### config.mk
export PLATFORM = sky130hd
export DESIGN_NAME = ctl_setup_capture
export DESIGN_NICKNAME = d
export VERILOG_FILES = /design/src/rtl/ctl_setup_pkg.sv /design/src/rtl/ctl_setup_counter.sv /design/src/rtl/ctl_setup_phase.sv /design/src/rtl/ctl_setup_writer.sv /design/src/rtl/ctl_setup_irq.sv /design/src/rtl/ctl_setup_capture.sv
export SDC_FILE = /design/constraint.sdc
export NUM_CORES = 1
export LEC_CHECK = 0
export ABC_CLOCK_PERIOD_IN_PS = 1750
export BUFFER_PORTS_ARGS = -buffer_cell sky130_fd_sc_hd__buf_2
export CAP_MARGIN = 25
export CORE_MARGIN = 1.5
export CORE_UTILIZATION = 30
export CTS_CLUSTER_DIAMETER = 30
export DETAILED_ROUTE_END_ITERATION = 8
export GPL_ROUTABILITY_DRIVEN = 1
export PLACE_DENSITY_LB_ADDON = 0.05
export SYNTH_ARGS = -nofsm -noshare
export SYNTH_HDL_FRONTEND = slang
export SYNTH_HIERARCHICAL = 1
export SYNTH_SLANG_ARGS = --single-unit
export TNS_END_PERCENT = 5
### constraint.sdc
create_clock -name clk -period 1.75 [get_ports clk]
set_clock_uncertainty 0.1 [all_clocks]
set_input_delay 0.35 -clock clk [delete_from_list [all_inputs] [get_ports clk]]
set_output_delay 0.35 -clock clk [all_outputs]
set_load 0.1 [all_outputs]
### src/rtl/ctl_setup_pkg.sv
`timescale 1ns/1ps
package ctl_setup_pkg;
    localparam int WORD_W   = 32;
    localparam int EP_W     = 4;
    localparam int BCNT_W   = 11;
    localparam int TYPE_W   = 4;
    localparam int EP_LSB   = 0;
    localparam int BCNT_LSB = EP_LSB + EP_W;
    localparam int TYPE_LSB = BCNT_LSB + BCNT_W;
    localparam int PAD_W    = WORD_W - TYPE_LSB - TYPE_W;
    localparam int SETUP_BYTES = 8;
    localparam int PAYLOAD_W   = SETUP_BYTES * 8;

    localparam logic [TYPE_W-1:0] PKT_SETUP = 4'd6;
    localparam logic [TYPE_W-1:0] PKT_DONE  = 4'd4;

    typedef enum logic [2:0] {
        WR_IDLE,
        WR_STAT,
        WR_LO,
        WR_HI,
        WR_MARK
    } wr_state_t;

    typedef enum logic [1:0] {
        PH_IDLE,
        PH_SETUP,
        PH_MARK_PEND,
        PH_DATA
    } ph_state_t;

    function automatic logic [WORD_W-1:0] make_status(
        input logic [TYPE_W-1:0] typ,
        input logic [BCNT_W-1:0] bcnt,
        input logic [EP_W-1:0]   ep
    );
        return {{PAD_W{1'b0}}, typ, bcnt, ep};
    endfunction
endpackage

### src/rtl/ctl_setup_counter.sv
`timescale 1ns/1ps
module ctl_setup_counter #(
    parameter int CNT_W = 2
) (
    input  logic             clk,
    input  logic             rst_n,
    input  logic             load,
    input  logic [CNT_W-1:0] load_val,
    input  logic             dec,
    output logic [CNT_W-1:0] cnt
);
    localparam logic [CNT_W-1:0] CNT_ZERO = '0;

    logic [CNT_W-1:0] cnt_q;
    logic [CNT_W-1:0] cnt_d;

    always_comb begin
        cnt_d = cnt_q;
        if (load) begin
            cnt_d = load_val;
        end else if (dec && (cnt_q != CNT_ZERO)) begin
            cnt_d = cnt_q - 1'b1;
        end
    end

    always_ff @(posedge clk or negedge rst_n) begin
        if (!rst_n) begin
            cnt_q <= CNT_ZERO;
        end else begin
            cnt_q <= cnt_d;
        end
    end

    assign cnt = cnt_q;
endmodule

### src/rtl/ctl_setup_phase.sv
`timescale 1ns/1ps
module ctl_setup_phase
    import ctl_setup_pkg::*;
(
    input  logic clk,
    input  logic rst_n,
    input  logic setup_vld,
    input  logic stage_adv,
    input  logic mark_ack,
    output logic mark_req
);
    ph_state_t ph_q;
    ph_state_t ph_d;

    always_ff @(posedge clk or negedge rst_n) begin
        if (!rst_n) begin
            ph_q <= PH_IDLE;
        end else begin
            ph_q <= ph_d;
        end
    end

    always_comb begin
        ph_d = ph_q;
        unique case (ph_q)
            PH_IDLE: begin
                if (setup_vld) ph_d = PH_SETUP;
            end
            PH_SETUP: begin
                if (stage_adv && !setup_vld) ph_d = PH_MARK_PEND;
            end
            PH_MARK_PEND: begin
                if (mark_ack) ph_d = PH_DATA;
            end
            PH_DATA: begin
                if (setup_vld) ph_d = PH_SETUP;
            end
            default: ph_d = PH_IDLE;
        endcase
    end

    always_comb begin
        mark_req = 1'b0;
        unique case (ph_q)
            PH_MARK_PEND: mark_req = 1'b1;
            default:      mark_req = 1'b0;
        endcase
    end
endmodule

### src/rtl/ctl_setup_writer.sv
`timescale 1ns/1ps
module ctl_setup_writer
    import ctl_setup_pkg::*;
#(
    parameter int unsigned EP_ID = 0
) (
    input  logic                 clk,
    input  logic                 rst_n,
    input  logic                 setup_vld,
    input  logic [PAYLOAD_W-1:0] setup_bytes,
    input  logic                 mark_req,
    output logic                 mark_ack,
    output logic                 q_wr_en,
    output logic [WORD_W-1:0]    q_wr_data,
    output logic                 nak_pulse
);
    localparam logic [EP_W-1:0]   EP_CODE   = EP_W'(EP_ID);
    localparam logic [BCNT_W-1:0] SETUP_LEN = BCNT_W'(SETUP_BYTES);
    localparam int                HALF_W    = PAYLOAD_W / 2;

    wr_state_t            st_q;
    wr_state_t            st_d;
    logic [PAYLOAD_W-1:0] bytes_q;

    always_ff @(posedge clk or negedge rst_n) begin
        if (!rst_n) begin
            st_q    <= WR_IDLE;
            bytes_q <= '0;
        end else begin
            st_q <= st_d;
            if (setup_vld && (st_q == WR_IDLE)) begin
                bytes_q <= setup_bytes;
            end
        end
    end

    always_comb begin
        st_d = st_q;
        unique case (st_q)
            WR_IDLE: begin
                if (setup_vld)     st_d = WR_STAT;
                else if (mark_req) st_d = WR_MARK;
            end
            WR_STAT: st_d = WR_LO;
            WR_LO:   st_d = WR_HI;
            WR_HI:   st_d = WR_IDLE;
            WR_MARK: st_d = WR_IDLE;
            default: st_d = WR_IDLE;
        endcase
    end

    always_comb begin
        q_wr_en   = 1'b0;
        q_wr_data = '0;
        nak_pulse = 1'b0;
        mark_ack  = 1'b0;
        unique case (st_q)
            WR_IDLE: begin
                q_wr_en = 1'b0;
            end
            WR_STAT: begin
                q_wr_en   = 1'b1;
                q_wr_data = make_status(PKT_SETUP, SETUP_LEN, EP_CODE);
                nak_pulse = 1'b1;
            end
            WR_LO: begin
                q_wr_en   = 1'b1;
                q_wr_data = bytes_q[HALF_W-1:0];
            end
            WR_HI: begin
                q_wr_en   = 1'b1;
                q_wr_data = bytes_q[PAYLOAD_W-1:HALF_W];
            end
            WR_MARK: begin
                q_wr_en   = 1'b1;
                q_wr_data = make_status(PKT_DONE, '0, EP_CODE);
                mark_ack  = 1'b1;
            end
            default: q_wr_en = 1'b0;
        endcase
    end
endmodule

### src/rtl/ctl_setup_irq.sv
`timescale 1ns/1ps
module ctl_setup_irq
    import ctl_setup_pkg::*;
#(
    parameter int unsigned EP_ID = 0
) (
    input  logic              clk,
    input  logic              rst_n,
    input  logic              pop_vld,
    input  logic [WORD_W-1:0] pop_word,
    output logic              irq_pulse
);
    localparam logic [EP_W-1:0] EP_CODE = EP_W'(EP_ID);

    logic is_marker;
    logic irq_q;

    always_comb begin
        is_marker = pop_vld
                 && (pop_word[TYPE_LSB +: TYPE_W] == PKT_DONE)
                 && (pop_word[EP_LSB +: EP_W] == EP_CODE);
    end

    always_ff @(posedge clk or negedge rst_n) begin
        if (!rst_n) begin
            irq_q <= 1'b0;
        end else begin
            irq_q <= is_marker;
        end
    end

    assign irq_pulse = irq_q;
endmodule

### src/rtl/ctl_setup_capture.sv
`timescale 1ns/1ps
module ctl_setup_capture
    import ctl_setup_pkg::*;
#(
    parameter int unsigned EP_ID = 0,
    parameter int          CNT_W = 2
) (
    input  logic                 clk,
    input  logic                 rst_n,
    input  logic                 setup_vld,
    input  logic [PAYLOAD_W-1:0] setup_bytes,
    input  logic                 stage_adv,
    input  logic                 cnt_load,
    input  logic [CNT_W-1:0]     cnt_load_val,
    output logic [CNT_W-1:0]     cnt_val,
    output logic                 q_wr_en,
    output logic [WORD_W-1:0]    q_wr_data,
    input  logic                 pop_vld,
    input  logic [WORD_W-1:0]    pop_word,
    output logic                 nak_in_set,
    output logic                 nak_out_set,
    output logic                 setup_irq,
    output logic                 ep_en_clr
);
    logic mark_req;
    logic mark_ack;
    logic nak_pulse;
    logic irq_pulse;

    ctl_setup_counter #(.CNT_W(CNT_W)) u_cnt (
        .clk      (clk),
        .rst_n    (rst_n),
        .load     (cnt_load),
        .load_val (cnt_load_val),
        .dec      (setup_vld),
        .cnt      (cnt_val)
    );

    ctl_setup_phase u_phase (
        .clk       (clk),
        .rst_n     (rst_n),
        .setup_vld (setup_vld),
        .stage_adv (stage_adv),
        .mark_ack  (mark_ack),
        .mark_req  (mark_req)
    );

    ctl_setup_writer #(.EP_ID(EP_ID)) u_wr (
        .clk         (clk),
        .rst_n       (rst_n),
        .setup_vld   (setup_vld),
        .setup_bytes (setup_bytes),
        .mark_req    (mark_req),
        .mark_ack    (mark_ack),
        .q_wr_en     (q_wr_en),
        .q_wr_data   (q_wr_data),
        .nak_pulse   (nak_pulse)
    );

    ctl_setup_irq #(.EP_ID(EP_ID)) u_irq (
        .clk       (clk),
        .rst_n     (rst_n),
        .pop_vld   (pop_vld),
        .pop_word  (pop_word),
        .irq_pulse (irq_pulse)
    );

    assign nak_in_set  = nak_pulse;
    assign nak_out_set = nak_pulse;
    assign setup_irq   = irq_pulse;
    assign ep_en_clr   = irq_pulse;
endmodule

==> summary.md, run 1 <==
| Metric | Value |
|---|---|
| Site Rows | 40 |
| Clock-pin slew on the worst setup and hold paths | 0.06 ns |
| Num CTS Buffers | 9 |
| Filler cells | 1069 |
| Mapped Avg Cell Area | 14.1 um2 |
| Final ANT Viol Nets | 0 |
| Max Freq | 491 MHz |
| TritonCTS clock tree | yes |
| Core ar. | 0.0120 mm2 |
| DRC | 0 |
| Die X | 114 um |
| GPL Wtd Cong | 0.710 |
| IO Pins | 143 |
| DR vias | 2491 |
| Crit-path max cell delay | 0.50 ns |
| Area of the mapped netlist | 0.00369 mm2 |
| CP most frequent cell | buf_12 |
| Largest net degree at the start of global routing | 33 |
| Status | finished with violations |
| Top-area cell type share of the netlist area | 48.8% |
| Nets@finish | 513 |
| Top cells by area, synth | dfrtp_1 49%, mux2_4 24%, mux2i_1 7.9% |
| Clock root buffer master | clkbuf_16 |
| Maximum capacitance violations | 0 |
| Clock Latency Late Sink | 0.33 ns |
| Setup violators final | 98 |
| Max-slew violation count | 0 |
| Synthesized flop and latch total | 72 |
| First-pass GRT wire length | 14500 um |
| Worst slew margin | 68.2% |
| Buffers & Inverters on Critical Path | 2 |
| Crit-path slowest cell | dfrtp_2 |
| Mapped Cells | 262 |
| Crit path max-delay family | flip-flops |
| Vias in the first global route | 2749 |
| CP Capture Type | output pin |
| Met1 global-route usage | 19.4% |
| Leading area contributor after synthesis | dfrtp_1 |
| GRT Util Overall | 14.7% |
| Met3 Use GR | 3.72% |
| Fin crit share | 116% |
| Via density | 4.46 |
| Final Worst Setup Slack | -0.286 ns |
| Initial Util | 30.7% |
| Met2 usage | 22.9% |
| Seq/Total Area, Yosys | 48.8% |
| # clock sinks | 72 |
| Layout area overhead | 59.2% |
| Library cells used by synthesis | 36 |
| Worst path required time | 1.30 ns |
| Critical-path cell list | buf_12, mux2i_2, nor2_4, buf_12 |
| GR Overflow Total | 0 |
| Drt first-iter violations | 82 |
| DP Wirelength | 6060 um |
| DIE HEIGHT | 114 um |
| Initial antenna violation count | 0 |
| Syn nets | 369 |
| Final hold viol count | 0 |
| # port buffers | 118 |
| H-tree depth | 3 |
| Worst-Margin Slew | 0.477 ns |
| Synth warn | 6 |
| First-pass detailed-route iteration total | 4 |
| Diode count | 0 |
| Crit start category | flip-flop |
| Routed wire length | 8610 um |
| Failing checks | negative setup slack |
| Top Usage Layer GRT | met2 |
| Place WS | -0.0358 ns |
| RSZ-0062 raised after global routing | true |
| Tmin final | 2.04 ns |
| Routed wire length per instance | 15.4 um |
| Worst path arrival time | 1.59 ns |
| Layout cells sized above 1 | 69.6% |
| Worst-case clock buffer depth | 2 |
| Worst hold-check path type | in -> reg |
| Kind of critical path | reg -> out |
| Die area | 0.0130 mm2 |
| Critical path peak fanout | 14 |
worst min-delay path: stages:
cell and delay, ns:
buf_2 0.08, nand2_1 0.05, o211ai_2 0.05
routing by layer:
metal  vias up  part of all wire, %
li1       1205                    -
met1      1204                   45
met2        73                   47
met3         9                  6.0
met4         0                  1.4
met5         -                    0
through the flow:
stage	util (%)	hold slack [ns]	cell area, um2	std cells	setup TNS [ns]
after floorplan	-	-0.0456	3880	262	-17.89
after global placement	44.0	0.246	5290	537	-0.647
after detailed placement	44.0	0.244	5290	537	-0.425
after CTS	48.7	0.128	5850	558	-18.17
after global routing	48.9	0.131	5880	558	-23.60
final	48.9	0.142	5880	558	-16.32
kinds of logic (layout without fill, tap and decap cells):
logic type | after synthesis | count (layout) | synth area share (%)
muxes | 93 | 93 | 33.5
DFF | 72 | 72 | 48.8
and+or+nand+nor | 55 | 55 | 7.76
buffers and inverters | 24 | 173 | 5.86
AOI/OAI and AO/OA | 13 | 13 | 2.61
adders and majority gates | 3 | 3 | 1.02
xor gates and xnor gates | 2 | 2 | 0.475
cells in the mapped netlist:
cell type	n
a21boi_0	1
nor3b_1	2
nor3_1	2
buf_4	2
o31ai_2	1
mux2_2	4
buf_6	2
o311ai_0	1
a2bb2oi_1	1
nand2b_1	1
nor2_1	33
a21oi_1	3
or2b_1	2
dfrtp_1	72
ha_1	3
clkbuf_1	2
buf_12	6
o32ai_1	1
inv_1	6
nor2b_1	2
and4b_1	1
nor2b_2	1
nor4bb_1	1
mux2i_1	29
o211ai_2	1
xnor2_1	2
and2_1	1
or4b_1	2
a22oi_1	1
o21ai_0	3
nand2_1	5
buf_1	1
nor4b_4	1
mux2_4	60
nor4_1	1
buf_2	5
final cells by class:
| cell class | count | area (um2) | share of cell area [%] |
|---|---|---|---|
| clock inverters | 3 | 65.1 | 1.11 |
| clock buffers | 13 | 250 | 4.26 |
| inverters | 6 | 22.5 | 0.383 |
| well taps | 147 | 184 | 3.13 |
| repair buffers | 151 | 1570 | 26.6 |
| flip-flops and latches | 72 | 1800 | 30.7 |
| multi-input cells | 166 | 1990 | 33.8 |
path summary, 6_finish.rpt:
path | slack (ns) | end | start | depth (start not counted)
min in group asynchronous | 0.42 | u_wr/bytes_q[24]$_DFFE_PN0P_ | rst_n | 2
max in group asynchronous | 0.63 | u_wr/bytes_q[49]$_DFFE_PN0P_ | rst_n | 3
setup / recovery | -0.29 | q_wr_data[5] | u_wr/st_q[0]$_DFFE_PN0P_ | 4
hold reg to reg | 0.41 | u_wr/bytes_q[39]$_DFFE_PN0P_ | u_wr/bytes_q[39]$_DFFE_PN0P_ | 1
setup reg to reg | -0.16 | u_wr/bytes_q[17]$_DFFE_PN0P_ | u_wr/st_q[0]$_DFFE_PN0P_ | 5
hold / removal | 0.14 | u_cnt/cnt[0]$_DFFE_PN0P_ | cnt_load_val[0] | 3
repair_timing:
item | in CTS | in global routing
buffers inserted | 3 | 0
hold endpoints to repair | 29 | 0
resized for setup | 42 | 5
pin swaps | 3 | 0
setup endpoints to repair | 68 | 99
gates cloned | 1 | 0
hold buffers | 1 | 0
sequential cells by signal, summed over array words and instances (netlist names):
name             flops
u_wr/bytes_q        64
u_wr/st_q            3
u_cnt/cnt            2
u_phase/ph_q         2
u_irq/irq_pulse      1
cell usage in the layout, fill, tap and decap left out, types with 3 or more instances in the layout:
cell type	count
clkbuf_1	3
buf_4	14
inv_1	6
mux2i_1	11
a21oi_2	3
nor2_4	22
buf_12	47
mux2i_2	17
ha_1	3
buf_2	82
nor2_1	4
clkbuf_16	9
dfrtp_1	71
mux2_2	4
mux2_4	60
buf_6	5
nand2_1	5
nor2_2	7
Power of run 1 is left out: the tool's default activity adds up to more than one toggle a clock period on the data nets, which glitch-free logic cannot reach.
==> inputs of run 2 (changes only) <==
--- a/config.mk
+++ b/config.mk
@@ -16,6 +16,5 @@
 export PLACE_DENSITY_LB_ADDON = 0.05
 export SYNTH_ARGS = -nofsm -noshare
 export SYNTH_HDL_FRONTEND = slang
-export SYNTH_HIERARCHICAL = 1
 export SYNTH_SLANG_ARGS = --single-unit
 export TNS_END_PERCENT = 5
==> summary.md, run 2 <==
| Metric | Value |
|---|---|
| Status | finished with violations |
| Failing checks | negative setup slack |
| DP Wirelength | 5420 um |
| Die X | 109 um |
| Worst hold-check path type | in -> reg |
| Critical-path cell list | and3b_2, buf_12, a22o_2, buf_12 |
| Worst slew margin | 67.8% |
| First-pass GRT wire length | 12900 um |
| Clock root buffer master | clkbuf_8 |
| Crit-path slowest cell | dfrtp_2 |
| Num CTS Buffers | 9 |
| Mapped Avg Cell Area | 14.6 um2 |
| Most frequent cell after synthesis | dfrtp_1 |
| Initial Util | 31.0% |
| DIE HEIGHT | 109 um |
| Ys async rst share | 100% |
| Routed wire length | 7970 um |
| Commonest non-fill, non-tap cell in the layout | buf_2 |
| Vias in the first global route | 2564 |
| Critical Path End | q_wr_data[14] |
| Top_reg_cell synth | dfrtp_1 |
| Register area | 0.00180 mm2 |
| Synthesized flop and latch total | 72 |
| Final ANT Viol Nets | 0 |
| Area of the mapped netlist | 0.00338 mm2 |
| Layout cells sized above 1 | 72.1% |
| Seq/Total Area, Yosys | 53.3% |
| DR vias | 2379 |
| Site Rows | 38 |
| Maximum capacitance violations | 0 |
| Die area | 0.0119 mm2 |
| IO Pins | 143 |
| Initial antenna violation count | 0 |
| CP Capture Type | output pin |
| Diode count | 0 |
| Synth warn | 0 |
| Flip-flop count of the largest register after layout | 64 |
| Crit-path max cell delay | 0.44 ns |
| Clock-pin slew on the worst setup and hold paths | 0.07 ns |
| Most frequent cells in the layout | 82 x buf_2, 71 x dfrtp_1, 48 x mux2_4, 41 x buf_12, 29 x a22o_2 |
| Mapped Cells | 231 |
| Filler cells | 1019 |
| Nets@finish | 483 |
| TritonCTS clock tree | yes |
| H-tree depth | 3 |
| Max-slew violation count | 0 |
| CP most frequent cell | buf_12 |
| FF-to-FF Start | u_wr.st_q[0]$_DFFE_PN0P_ |
| Worst path arrival time | 1.64 ns |
| Via density | 4.58 |
| Worst reg-to-reg setup slack | -0.18 ns |
| Top-area cell type share of the netlist area | 53.3% |
| # clock sinks | 72 |
| Tmin final | 2.09 ns |
| Top Registers | u_wr.bytes_q x64, u_wr.st_q x3 |
| GPL Wtd Cong | 0.666 |
| R2R depth | 7 |
| First-pass detailed-route iteration total | 4 |
| GRT Util Overall | 14.4% |
| Worst-case clock buffer depth | 2 |
| Setup crit start | u_wr.st_q[2]$_DFFE_PN0P_ |
| Drt first-iter violations | 67 |
| Final Worst Setup Slack | -0.343 ns |
| Number of synthesized flops with an enable pin | 0 |
| Setup violators final | 99 |
| Kind of critical path | reg -> out |
| Hold WS | 0.0516 ns |
| Leading area contributor after synthesis | dfrtp_1 |
| Crit start category | flip-flop |
| Routed wire length per instance | 15.3 um |
| Final hold viol count | 0 |
| DRC | 0 |
| Worst-Margin Slew | 0.486 ns |
| Syn nets | 338 |
| Top cells by count, synth | 72 x dfrtp_1, 40 x mux2_4, 29 x a22o_1 |
| RSZ-0062 raised after global routing | true |
| Fin crit share | 120% |
| Worst path required time | 1.30 ns |
| Max Freq | 478 MHz |
| GR Overflow Total | 0 |
| Clock Latency Late Sink | 0.34 ns |
| Library cells used by synthesis | 32 |
| Multi-input gate area | 0.00161 mm2 |
| Core ar. | 0.0109 mm2 |
| # port buffers | 118 |
| Critical path peak fanout | 29 |
| Layout area overhead | 56.1% |
| R2r endpoint | u_wr.bytes_q[24]$_DFFE_PN0P_ |
| Top cells by area, synth | dfrtp_1 53%, mux2_4 18%, a22o_1 7.5% |
| Most flops, register | u_wr.bytes_q |
| Largest net degree at the start of global routing | 73 |
run 2: cell types whose count changed after synthesis, sizes merged, moves of 3 or more:
cell	before	now
nor2	33	6
a22o	0	29
nand2	5	2
mux2i	29	0
nand3	0	3
run 2: what timing repair did:
item	in CTS	in global routing
cloned	1	0
hold buffers	1	0
resized for setup	32	2
hold endpoints to repair	72	0
setup endpoints to repair	99	100
setup buffers	4	0
pin swaps	7	4
run 2: worst min-delay path by stage:
stage / depth (start not counted) / start / slack, ns / end
2_1_floorplan: 0 / rst_n / -0.05 / u_cnt.cnt[0]$_DFFE_PN0P_
3_3_place_gp: 2 / rst_n / 0.30 / u_phase.ph_q[0]$_DFFE_PN0P_
3_5_place_dp: 2 / rst_n / 0.30 / u_cnt.cnt[0]$_DFFE_PN0P_
4_1_cts: 2 / pop_word[18] / 0.02 / u_irq.irq_pulse$_DFF_PN0_
5_1_grt: 2 / pop_word[16] / 0.04 / u_irq.irq_pulse$_DFF_PN0_
6_report: 2 / pop_word[16] / 0.05 / u_irq.irq_pulse$_DFF_PN0_
run 2: stage by stage:
stage          setup TNS, ns  util, %  setup WS, ns  cell area, um2  std cells
5_1_grt               -23.76     48.5        -0.422            5280        520
3_3_place_gp           -3.14     45.2       -0.0866            4930        499
6_report              -18.32     48.5        -0.343            5280        520
4_1_cts               -20.29     48.4        -0.379            5270        520
2_1_floorplan         -11.39        -        -0.455            3510        231
3_5_place_dp           -2.54     45.2       -0.0813            4930        499
run 2: critical path: cells and delay by family (launching register included):
family	cells	cell delay, ns
flip-flops	1	0.44
AO/OA/AOI/OAI	1	0.20
AND/OR/NAND/NOR	1	0.27
buffers and inverters	2	0.36
run 2: final cells by class:
class,instances,area share [%]
inverter,6,0.427
multi-input combinational,136,30.5
timing repair buffer,151,28.3
tap,140,3.32
clock inverter,3,0.332
clock buffer,12,2.94
sequential,72,34.2
run 2: cell families after synthesis:
| group | Yosys count | share of synthesized area (%) |
|---|---|---|
| adders and majority gates | 3 | 1.11 |
| xor gates and xnor gates | 2 | 0.518 |
| muxes | 64 | 25.8 |
| and+or+nand+nor | 27 | 5.00 |
| buffers and inverters | 23 | 4.55 |
| AOI/OAI and AO/OA | 40 | 9.74 |
| DFF | 72 | 53.3 |
run 2: per-layer routing:
layer | vias up | global-route usage (%) | wire, um
met2 | 65 | 22.1 | 3820
met1 | 1173 | 18.4 | 3520
met5 | - | 0 | 0
met3 | 6 | 5.56 | 559
li1 | 1135 | - | -
met4 | 0 | 5.26 | 73
Power of run 2 is left out for the same reason.
==> inputs of run 3 (changes only) <==
--- a/config.mk
+++ b/config.mk
@@ -5,7 +5,7 @@
 export SDC_FILE = /design/constraint.sdc
 export NUM_CORES = 1
 export LEC_CHECK = 0
-export ABC_CLOCK_PERIOD_IN_PS = 1750
+export ABC_CLOCK_PERIOD_IN_PS = 2400
 export BUFFER_PORTS_ARGS = -buffer_cell sky130_fd_sc_hd__buf_2
 export CAP_MARGIN = 25
 export CORE_MARGIN = 1.5
==> constraint.sdc (replaced) <==
create_clock -name clk -period 2.4 [get_ports clk]
set_clock_uncertainty 0.1 [all_clocks]
set_input_delay 0.48 -clock clk [delete_from_list [all_inputs] [get_ports clk]]
set_output_delay 0.48 -clock clk [all_outputs]
set_load 0.1 [all_outputs]
==> summary.md, run 3 (synthesized netlist as in run 2, its figures left out) <==
| Metric | Value |
|---|---|
| Worst path arrival time | 1.77 ns |
| Largest net degree at the start of global routing | 38 |
| DP Area | 0.00463 mm2 |
| R2R depth | 4 |
| GR Overflow Total | 0 |
| Layout cells sized above 1 | 61.0% |
| Die X | 109 um |
| # port buffers | 118 |
| R2r endpoint | u_wr.bytes_q[11]$_DFFE_PN0P_ |
| Most flops, register | u_wr.bytes_q |
| CP Capture Type | output pin |
| Clock-pin slew on the worst setup and hold paths | 0.08 ns |
| Flip-flop count of the largest register after layout | 64 |
| Place WS | 0.352 ns |
| Kind of critical path | reg -> out |
| RSZ-0062 raised after global routing | true |
| Diode count | 0 |
| FF-to-FF Start | u_wr.st_q[0]$_DFFE_PN0P_ |
| DRC | 0 |
| Worst-Margin Slew | 0.502 ns |
| Buffers & Inverters on Critical Path | 2 |
| Crit path max-delay family | flip-flops |
| Fin crit share | 97.8% |
| Worst slew margin | 66.5% |
| Routed wire length | 7850 um |
| Core ar. | 0.0109 mm2 |
| Setup violators final | 0 |
| # clock sinks | 72 |
| GPL Wtd Cong | 0.680 |
| Drt first-iter violations | 59 |
| Final instance area | 0.00493 mm2 |
| Initial Util | 31.0% |
| TritonCTS clock tree | yes |
| Final Worst Setup Slack | 0.0517 ns |
| Filler cells | 1027 |
| Max Freq | 426 MHz |
| Crit start category | flip-flop |
| Critical-path cell list | nor3b_4, buf_4, a22o_1, buf_12 |
| Commonest non-fill, non-tap cell in the layout | buf_2 |
| Vias in the first global route | 2420 |
| Worst-case clock buffer depth | 2 |
| Die area | 0.0119 mm2 |
| Cts hold-fix bufs | 0 |
| IO Pins | 143 |
| First-pass GRT wire length | 12500 um |
| Worst hold-check path type | in -> async |
| Layout area overhead | 45.9% |
| Final hold viol count | 5 |
| Top Registers | u_wr.bytes_q x64, u_wr.st_q x3 |
| DP Wirelength | 5300 um |
| Status | finished with violations |
| Nets@finish | 461 |
| Initial antenna violation count | 0 |
| GRT Util Overall | 13.9% |
| Num CTS Buffers | 9 |
| Worst reg-to-reg setup slack | 0.43 ns |
| DIE HEIGHT | 109 um |
| Tmin final | 2.35 ns |
| Via density | 4.64 |
| Clock Latency Late Sink | 0.34 ns |
| DR vias | 2313 |
| Critical path peak fanout | 10 |
| Failing checks | negative hold slack |
| Most frequent cells in the layout | 86 x buf_2, 71 x dfrtp_1, 40 x mux2_4, 34 x buf_12, 28 x a22o_1 |
| Maximum capacitance violations | 0 |
| Clock root buffer master | clkbuf_8 |
| H-tree depth | 3 |
| Crit-path max cell delay | 0.49 ns |
| Worst path required time | 1.82 ns |
| Hold WS | -0.0118 ns |
| Final ANT Viol Nets | 0 |
| Max-slew violation count | 0 |
| Crit-path slowest cell | dfrtp_2 |
| Setup crit start | u_wr.st_q[2]$_DFFE_PN0P_ |
| First-pass detailed-route iteration total | 4 |
| Site Rows | 38 |
| Routed wire length per instance | 15.7 um |
## run 3: cell count changes in the layout (fill, tap and decap cells not counted), moves of 3 or more
cell / delta
a22o_1: +28
buf_4: -8
mux2_4: -8
a22o_2: -29
a21oi_2: -3
buf_12: -7
buf_2: +4
mux2_2: +8
a21oi_1: +3
bufinv_16: +4
buf_6: -11
## run 3: per-layer routing
layer	track usage (%)	part of all wire, %	vias up
met5	0	0	-
met4	3.38	1.3	0
met3	6.28	7.7	9
met2	22.1	48	69
met1	17.2	43	1139
li1	-	-	1096
## run 3: cell type report
cell class	count	area, um2	share of cell area [%]
Sequential cell	72	1800	36.6
Multi-Input combinational cell	136	1480	30.0
Timing Repair Buffer	129	1190	24.1
Tap cell	140	175	3.55
Clock inverter	7	143	2.89
Clock buffer	9	124	2.51
Inverter	6	22.5	0.457
## run 3: worst max-delay path by stage
stage,slack [ns],to,cells past startpoint
2_1_floorplan,-0.25,q_wr_data[17],4
3_3_place_gp,0.35,q_wr_data[15],4
3_5_place_dp,0.35,q_wr_data[15],4
4_1_cts,0.002,q_wr_data[15],4
5_1_grt,-0.07,q_wr_data[5],4
6_report,0.05,q_wr_data[8],4
## run 3: worst reg2reg max path, stage by stage (launching register included)
cell and delay (ns):
dfrtp_1 0.46, buf_4 0.20, nor4_4 0.42, buf_12 0.29, mux2_2 0.40
## run 3: per-stage QoR
| step | std cells | utilization [%] | setup TNS [ns] | hold WS, ns |
|---|---|---|---|---|
| final | 499 | 45.3 | 0 | -0.0118 |
| after global routing | 499 | 45.3 | -0.664 | 0.00579 |
| after detailed placement | 482 | 42.5 | 0 | 0.377 |
| after global placement | 482 | 42.5 | 0 | 0.374 |
| after CTS | 498 | 45.0 | 0 | 0.000929 |
| after floorplan | 231 | - | -1.93 | 0.0844 |
## run 3: what timing repair did
item / 4_1_cts / 5_1_grt
pin swaps: 0 / 5
gates cloned: 0 / 1
gates resized for setup: 1 / 7
buffers inserted: 0 / 0
endpoints found under the setup margin: 20 / 31
Power of run 3 is left out for the same reason.
